<file path="src/rtl/bbt_pkg.sv">
package bbt_pkg;
  localparam int unsigned WORD_W  = 32;
  localparam int unsigned PRE_W   = 4;
  localparam int unsigned PRE_LSB = 16;
  localparam int unsigned DIV_W   = 10;
  localparam int unsigned DIV_LSB = 0;

  typedef struct packed {
    logic [PRE_W-1:0] pre;
    logic [DIV_W-1:0] div;
  } rate_cfg_t;
endpackage

</file>
<file path="src/rtl/bbt_rate_sel.sv">
module bbt_rate_sel
  import bbt_pkg::*;
(
  input  logic              clk,
  input  logic              rst_n,
  input  logic              wr,
  input  logic [WORD_W-1:0] wdata,
  input  logic              tx_idle,
  input  logic              tx_char_end,
  output rate_cfg_t         cfg,
  output logic              busy,
  output logic              apply
);
  rate_cfg_t pend;
  logic      unused_bits;

  assign unused_bits = ^{wdata[WORD_W-1:PRE_LSB+PRE_W], wdata[PRE_LSB-1:DIV_LSB+DIV_W]};
  // A write always wins; the pending word moves over only on a quiet boundary.
  assign apply = !wr && busy && (tx_idle || tx_char_end);

  always_ff @(posedge clk) begin
    if (!rst_n) begin
      pend <= '0;
      cfg  <= '0;
      busy <= 1'b0;
    end else if (wr) begin
      pend.pre <= wdata[PRE_LSB +: PRE_W];
      pend.div <= wdata[DIV_LSB +: DIV_W];
      busy     <= 1'b1;
    end else if (apply) begin
      cfg  <= pend;
      busy <= 1'b0;
    end
  end
endmodule

</file>
<file path="src/rtl/bbt_strobe_gen.sv">
module bbt_strobe_gen
  import bbt_pkg::*;
#(
  parameter int unsigned OSR = 13
) (
  input  logic      clk,
  input  logic      rst_n,
  input  rate_cfg_t cfg,
  input  logic      restart,
  output logic      sample_tick,
  output logic      bit_tick,
  output logic      bit_step
);
  localparam int unsigned BIT_CW = (OSR > 1) ? $clog2(OSR) : 1;
  localparam logic [BIT_CW-1:0] BIT_LAST = BIT_CW'(OSR - 1);

  logic [PRE_W-1:0]  pre_cnt;
  logic [DIV_W-1:0]  smp_cnt;
  logic [BIT_CW-1:0] bit_cnt;
  logic pre_wrap, smp_wrap, bit_wrap;

  always_comb begin
    pre_wrap = (pre_cnt == cfg.pre);
    smp_wrap = pre_wrap && (smp_cnt == cfg.div);
    bit_wrap = smp_wrap && (bit_cnt == BIT_LAST);
  end

  // The break timer sees a bit boundary only if the counters are not restarting.
  assign bit_step = bit_wrap && !restart;

  always_ff @(posedge clk) begin
    if (!rst_n || restart) begin
      pre_cnt     <= '0;
      smp_cnt     <= '0;
      bit_cnt     <= '0;
      sample_tick <= 1'b0;
      bit_tick    <= 1'b0;
    end else begin
      pre_cnt <= pre_wrap ? '0 : pre_cnt + 1'b1;
      if (pre_wrap) smp_cnt <= smp_wrap ? '0 : smp_cnt + 1'b1;
      if (smp_wrap) bit_cnt <= bit_wrap ? '0 : bit_cnt + 1'b1;
      sample_tick <= smp_wrap;
      bit_tick    <= bit_wrap;
    end
  end
endmodule

</file>
<file path="src/rtl/bbt_break_tmr.sv">
module bbt_break_tmr #(
  parameter int unsigned BRK_W = 16
) (
  input  logic             clk,
  input  logic             rst_n,
  input  logic             cnt_wr,
  input  logic [BRK_W-1:0] cnt_wdata,
  input  logic             start,
  input  logic             step,
  output logic             active,
  output logic             done
);
  logic [BRK_W-1:0] cnt_q;
  logic [BRK_W-1:0] remain;

  always_ff @(posedge clk) begin
    if (!rst_n) begin
      cnt_q  <= '0;
      remain <= '0;
      active <= 1'b0;
      done   <= 1'b0;
    end else begin
      done <= 1'b0;
      if (cnt_wr) cnt_q <= cnt_wdata;
      if (!active && start) begin
        if (cnt_q == '0) begin
          done <= 1'b1;
        end else begin
          active <= 1'b1;
          remain <= cnt_q;
        end
      end else if (active && step) begin
        if (remain == BRK_W'(1)) begin
          active <= 1'b0;
          done   <= 1'b1;
        end else begin
          remain <= remain - 1'b1;
        end
      end
    end
  end
endmodule

</file>
<file path="src/rtl/baud_break_timer.sv">
module baud_break_timer
  import bbt_pkg::*;
#(
  parameter int unsigned OSR   = 13,
  parameter int unsigned BRK_W = 16
) (
  input  logic              clk,
  input  logic              rst_n,
  input  logic              div_wr,
  input  logic [WORD_W-1:0] div_wdata,
  input  logic              brk_cnt_wr,
  input  logic [BRK_W-1:0]  brk_cnt_wdata,
  input  logic              brk_start,
  input  logic              tx_idle,
  input  logic              tx_char_end,
  output logic              sample_tick,
  output logic              bit_tick,
  output logic              div_busy,
  output logic              brk_active,
  output logic              brk_done
);
  rate_cfg_t cfg;
  logic      apply;
  logic      bit_step;

  bbt_rate_sel u_rate_sel (
    .clk(clk), .rst_n(rst_n), .wr(div_wr), .wdata(div_wdata),
    .tx_idle(tx_idle), .tx_char_end(tx_char_end),
    .cfg(cfg), .busy(div_busy), .apply(apply)
  );

  bbt_strobe_gen #(.OSR(OSR)) u_strobe (
    .clk(clk), .rst_n(rst_n), .cfg(cfg), .restart(apply),
    .sample_tick(sample_tick), .bit_tick(bit_tick), .bit_step(bit_step)
  );

  bbt_break_tmr #(.BRK_W(BRK_W)) u_break (
    .clk(clk), .rst_n(rst_n), .cnt_wr(brk_cnt_wr), .cnt_wdata(brk_cnt_wdata),
    .start(brk_start), .step(bit_step), .active(brk_active), .done(brk_done)
  );
endmodule

</file>
<file path="config.mk">
export PLATFORM = sky130hd
export DESIGN_NAME = baud_break_timer
export DESIGN_NICKNAME = d
export VERILOG_FILES = /design/src/rtl/bbt_pkg.sv /design/src/rtl/bbt_rate_sel.sv /design/src/rtl/bbt_strobe_gen.sv /design/src/rtl/bbt_break_tmr.sv /design/src/rtl/baud_break_timer.sv
export SDC_FILE = /design/constraint.sdc
export NUM_CORES = 1
export LEC_CHECK = 0
export ABC_CLOCK_PERIOD_IN_PS = 2150
export CORE_AREA = 3 3 95 97
export CTS_CLUSTER_DIAMETER = 30
export DETAILED_ROUTE_END_ITERATION = 8
export DIE_AREA = 0 0 98 100
export GPL_TIMING_DRIVEN = 1
export PLACE_DENSITY = 0.71
export RECOVER_POWER = 25
export SKIP_CTS_REPAIR_TIMING = 1
export SLEW_MARGIN = 20
export SYNTH_ARGS = -nofsm -noshare
export SYNTH_HDL_FRONTEND = slang
export SYNTH_SLANG_ARGS = --single-unit
</file>
<file path="constraint.sdc">
create_clock -name clk -period 2.15 [get_ports clk]
set_input_delay 0.3225 -clock clk [delete_from_list [all_inputs] [get_ports clk]]
set_output_delay 0.3225 -clock clk [all_outputs]
set_load 0.01 [all_outputs]
</file>
==> metrics <==
total die area=9800 µm²; Longest Clk Path Bufs=2; Vias=3319; Die H=100 µm; distinct cell type count after synthesis=48; fin cells=604; Synth Cell Area=3710 µm²; CP Launch Type=register; area of the multi-input gates=2000 µm²; Area growth, synth to finish=25.1%; TritonCTS buffer count=9; Power, Total=3.46 mW; Post-synth ARST share=0%; drt pass-1 iters=5; Crit path required time=2410 ps; Pwr Density=746 nW/µm²; Seq. cell area=1670 µm²; top achievable clock speed=485 MHz; port bufs=41; Final nets=555; CP endpoint kind=register; Wirelength per Cell=14.2 µm; max-slew violation count=0; ANT cells=0; CTS tree=built; vias in the first global route=3008; Slew headroom=28.5%; Synth area leader=dfxtp_1; Seq/Total Area, Yosys=44.7%; Max-cap violations=0; post-synthesis cell count=434; final WL=8570 µm; DP Worst Slack=-88.4 ps; Fin. Hold Viols=0; Post-DP Area=4390 µm²; Worst Hold Class=reg2reg; Setup violations, final=0; Final Util=56.5%; Worst Path Max Fanout=7; worst vdd ir=0.425 mV; die width=98 µm; Mean Syn Cell Area=8.56 µm²; critical path class=reg2reg; CTS root buffer=clkbuf_8; maximum number of pins on one net before global-route repair=35; H-tree depth=3; share of the synthesized area in the top cell type=44.7%; initial antenna violation count=0; filler instances=728; layout cells sized above 1=12.4%; Post-Place Cells=587; yosys warns=0; Worst-Skew Late Latency=370 ps; CTS sink cnt=83; worst reg-to-reg path cell count=7; Final ANT Viol Nets=0; Worst-Margin Slew=1070 ps; Core Area=8220 µm²; synthesized flop and latch total=83; Lkg Pwr=1.79 nW; global-route usage over all layers=17.9%; Final WS setup=89.8 ps; DRC viols=0; Net Count, Synth=495; ys flop type=dfxtp_1; final instance area=4650 µm²; row cnt=33; first-pass GRT wire length=14400 µm; largest cells by area after synthesis=dfxtp_1 45%, mux2i_1 8.4%, nor2_1 6.2%; status=finished clean; io pins=60; Setup TNS=0 ps; dpl hpwl=6100 µm; RePlAce Congestion=0.857; Fin Hold WS=458 ps; Post-synth EDFFs=0; grt ovf=0; 1st-iter DRT viols=241; Layout Skew=10.7 ps; ratio of final minimum period to clock period=95.8%; clk slew on worst S/H paths=90 ps; vias per cell=5.50; hold depth=2; Initial Util=45.2%; min Tclk post-route=2060 ps; WP data arrival=2320 ps
-- state kept, by name, indices dropped and copies added, names as in the netlist, 4 cells and up --
name and flops:
u_break.cnt_q 16, u_break.remain 16, u_rate_sel.cfg 14, u_rate_sel.pend 14, u_strobe.bit_cnt 4, u_strobe.pre_cnt 4, u_strobe.smp_cnt 10
-- worst max-delay path, cell delays in order (launching register included) --
cell and delay, ps:
dfxtp_2 390, xnor2_2 120, nand4_1 210, or4_4 630, buf_4 180, nand3_1 100
nor2_1 70, mux2_2 250
-- cells in the final DEF (no fill, tap or decap), types with 2 or more instances in the layout --
master,n
o2111ai_1,2
or3_1,3
nor2_1,60
xnor2_2,3
a22oi_1,5
inv_1,7
and3_1,7
and2_1,3
clkinvlp_4,2
nand3b_1,3
mux2i_1,31
a32oi_1,2
ha_1,5
xor2_1,7
clkdlybuf4s50_1,39
nand2_1,54
o31ai_1,2
nor4_1,7
nor3_1,7
nor3b_1,3
dfxtp_1,80
nand4_1,11
clkbuf_8,10
inv_6,2
a21oi_1,37
buf_4,26
xnor2_1,14
nand3_1,16
o21ai_0,11
a31oi_1,3
dlygate4sd3_1,2
nor4_4,2
dfxtp_2,3
-- synthesized netlist by cell type, types with 3 or more instances --
library cell / count
or3_1: 3
a31oi_1: 3
mux2i_1: 31
dfxtp_1: 83
nor2_1: 61
nand3b_1: 3
ha_1: 6
o21ai_0: 11
a21oi_1: 37
clkbuf_1: 17
and3_1: 7
nand4_1: 11
nor4_1: 8
a22oi_1: 5
and2_1: 3
xnor2_1: 17
xor2_1: 7
nand3_1: 16
inv_1: 7
nor3b_1: 3
nor3_1: 7
nand2_1: 55
-- path summary, 6_finish.rpt --
| kind | startpoint | end | slack [ps] |
|---|---|---|---|
| setup / recovery | u_strobe.smp_cnt[4]$_SDFFE_PP0N_ | u_strobe.smp_cnt[0]$_SDFFE_PP0N_ | 90 |
| hold / removal | u_rate_sel.pend[9]$_SDFFE_PN0P_ | u_rate_sel.cfg[9]$_SDFFE_PN0P_ | 460 |
| setup reg to reg | u_strobe.smp_cnt[4]$_SDFFE_PP0N_ | u_strobe.smp_cnt[0]$_SDFFE_PP0N_ | 90 |
| hold reg to reg | u_rate_sel.pend[9]$_SDFFE_PN0P_ | u_rate_sel.cfg[9]$_SDFFE_PN0P_ | 460 |
-- logic make-up after synthesis --
logic type      synth area share (%)
compound gates                  11.5
xor+xnor                        5.66
fa+ha+maj                       2.02
buf+inv                         3.07
flops                           44.7
mux                             8.66
simple gates                    24.4
-- power breakdown --
group / switching [mW] / total [mW] / internal [mW]
Sequential: 0.0791 / 1.70 / 1.62
Clock: 0.599 / 1.06 / 0.459
Combinational: 0.365 / 0.704 / 0.339
Total: 1.04 / 3.46 / 2.42
-- metal layers --
metal	vias to the layer above	global-route usage (%)	part of all wire, %	wire, µm
li1	1644	-	-	-
met1	1549	25.8	48	4100
met2	116	25.8	44	3800
met3	10	3.41	6.3	537
met4	0	8.52	1.5	126
met5	-	0	0	0
-- cell type report --
type                    instances  share of cell area [%]
multi-input cells             323                    43.0
flip-flops and latches         83                    35.8
repair buffers                 70                    13.8
clock buffers                  10                    2.96
well taps                     105                    2.83
clock inverters                 6                   0.996
inverters                       7                   0.566
Power figures use the tool's default switching activity.
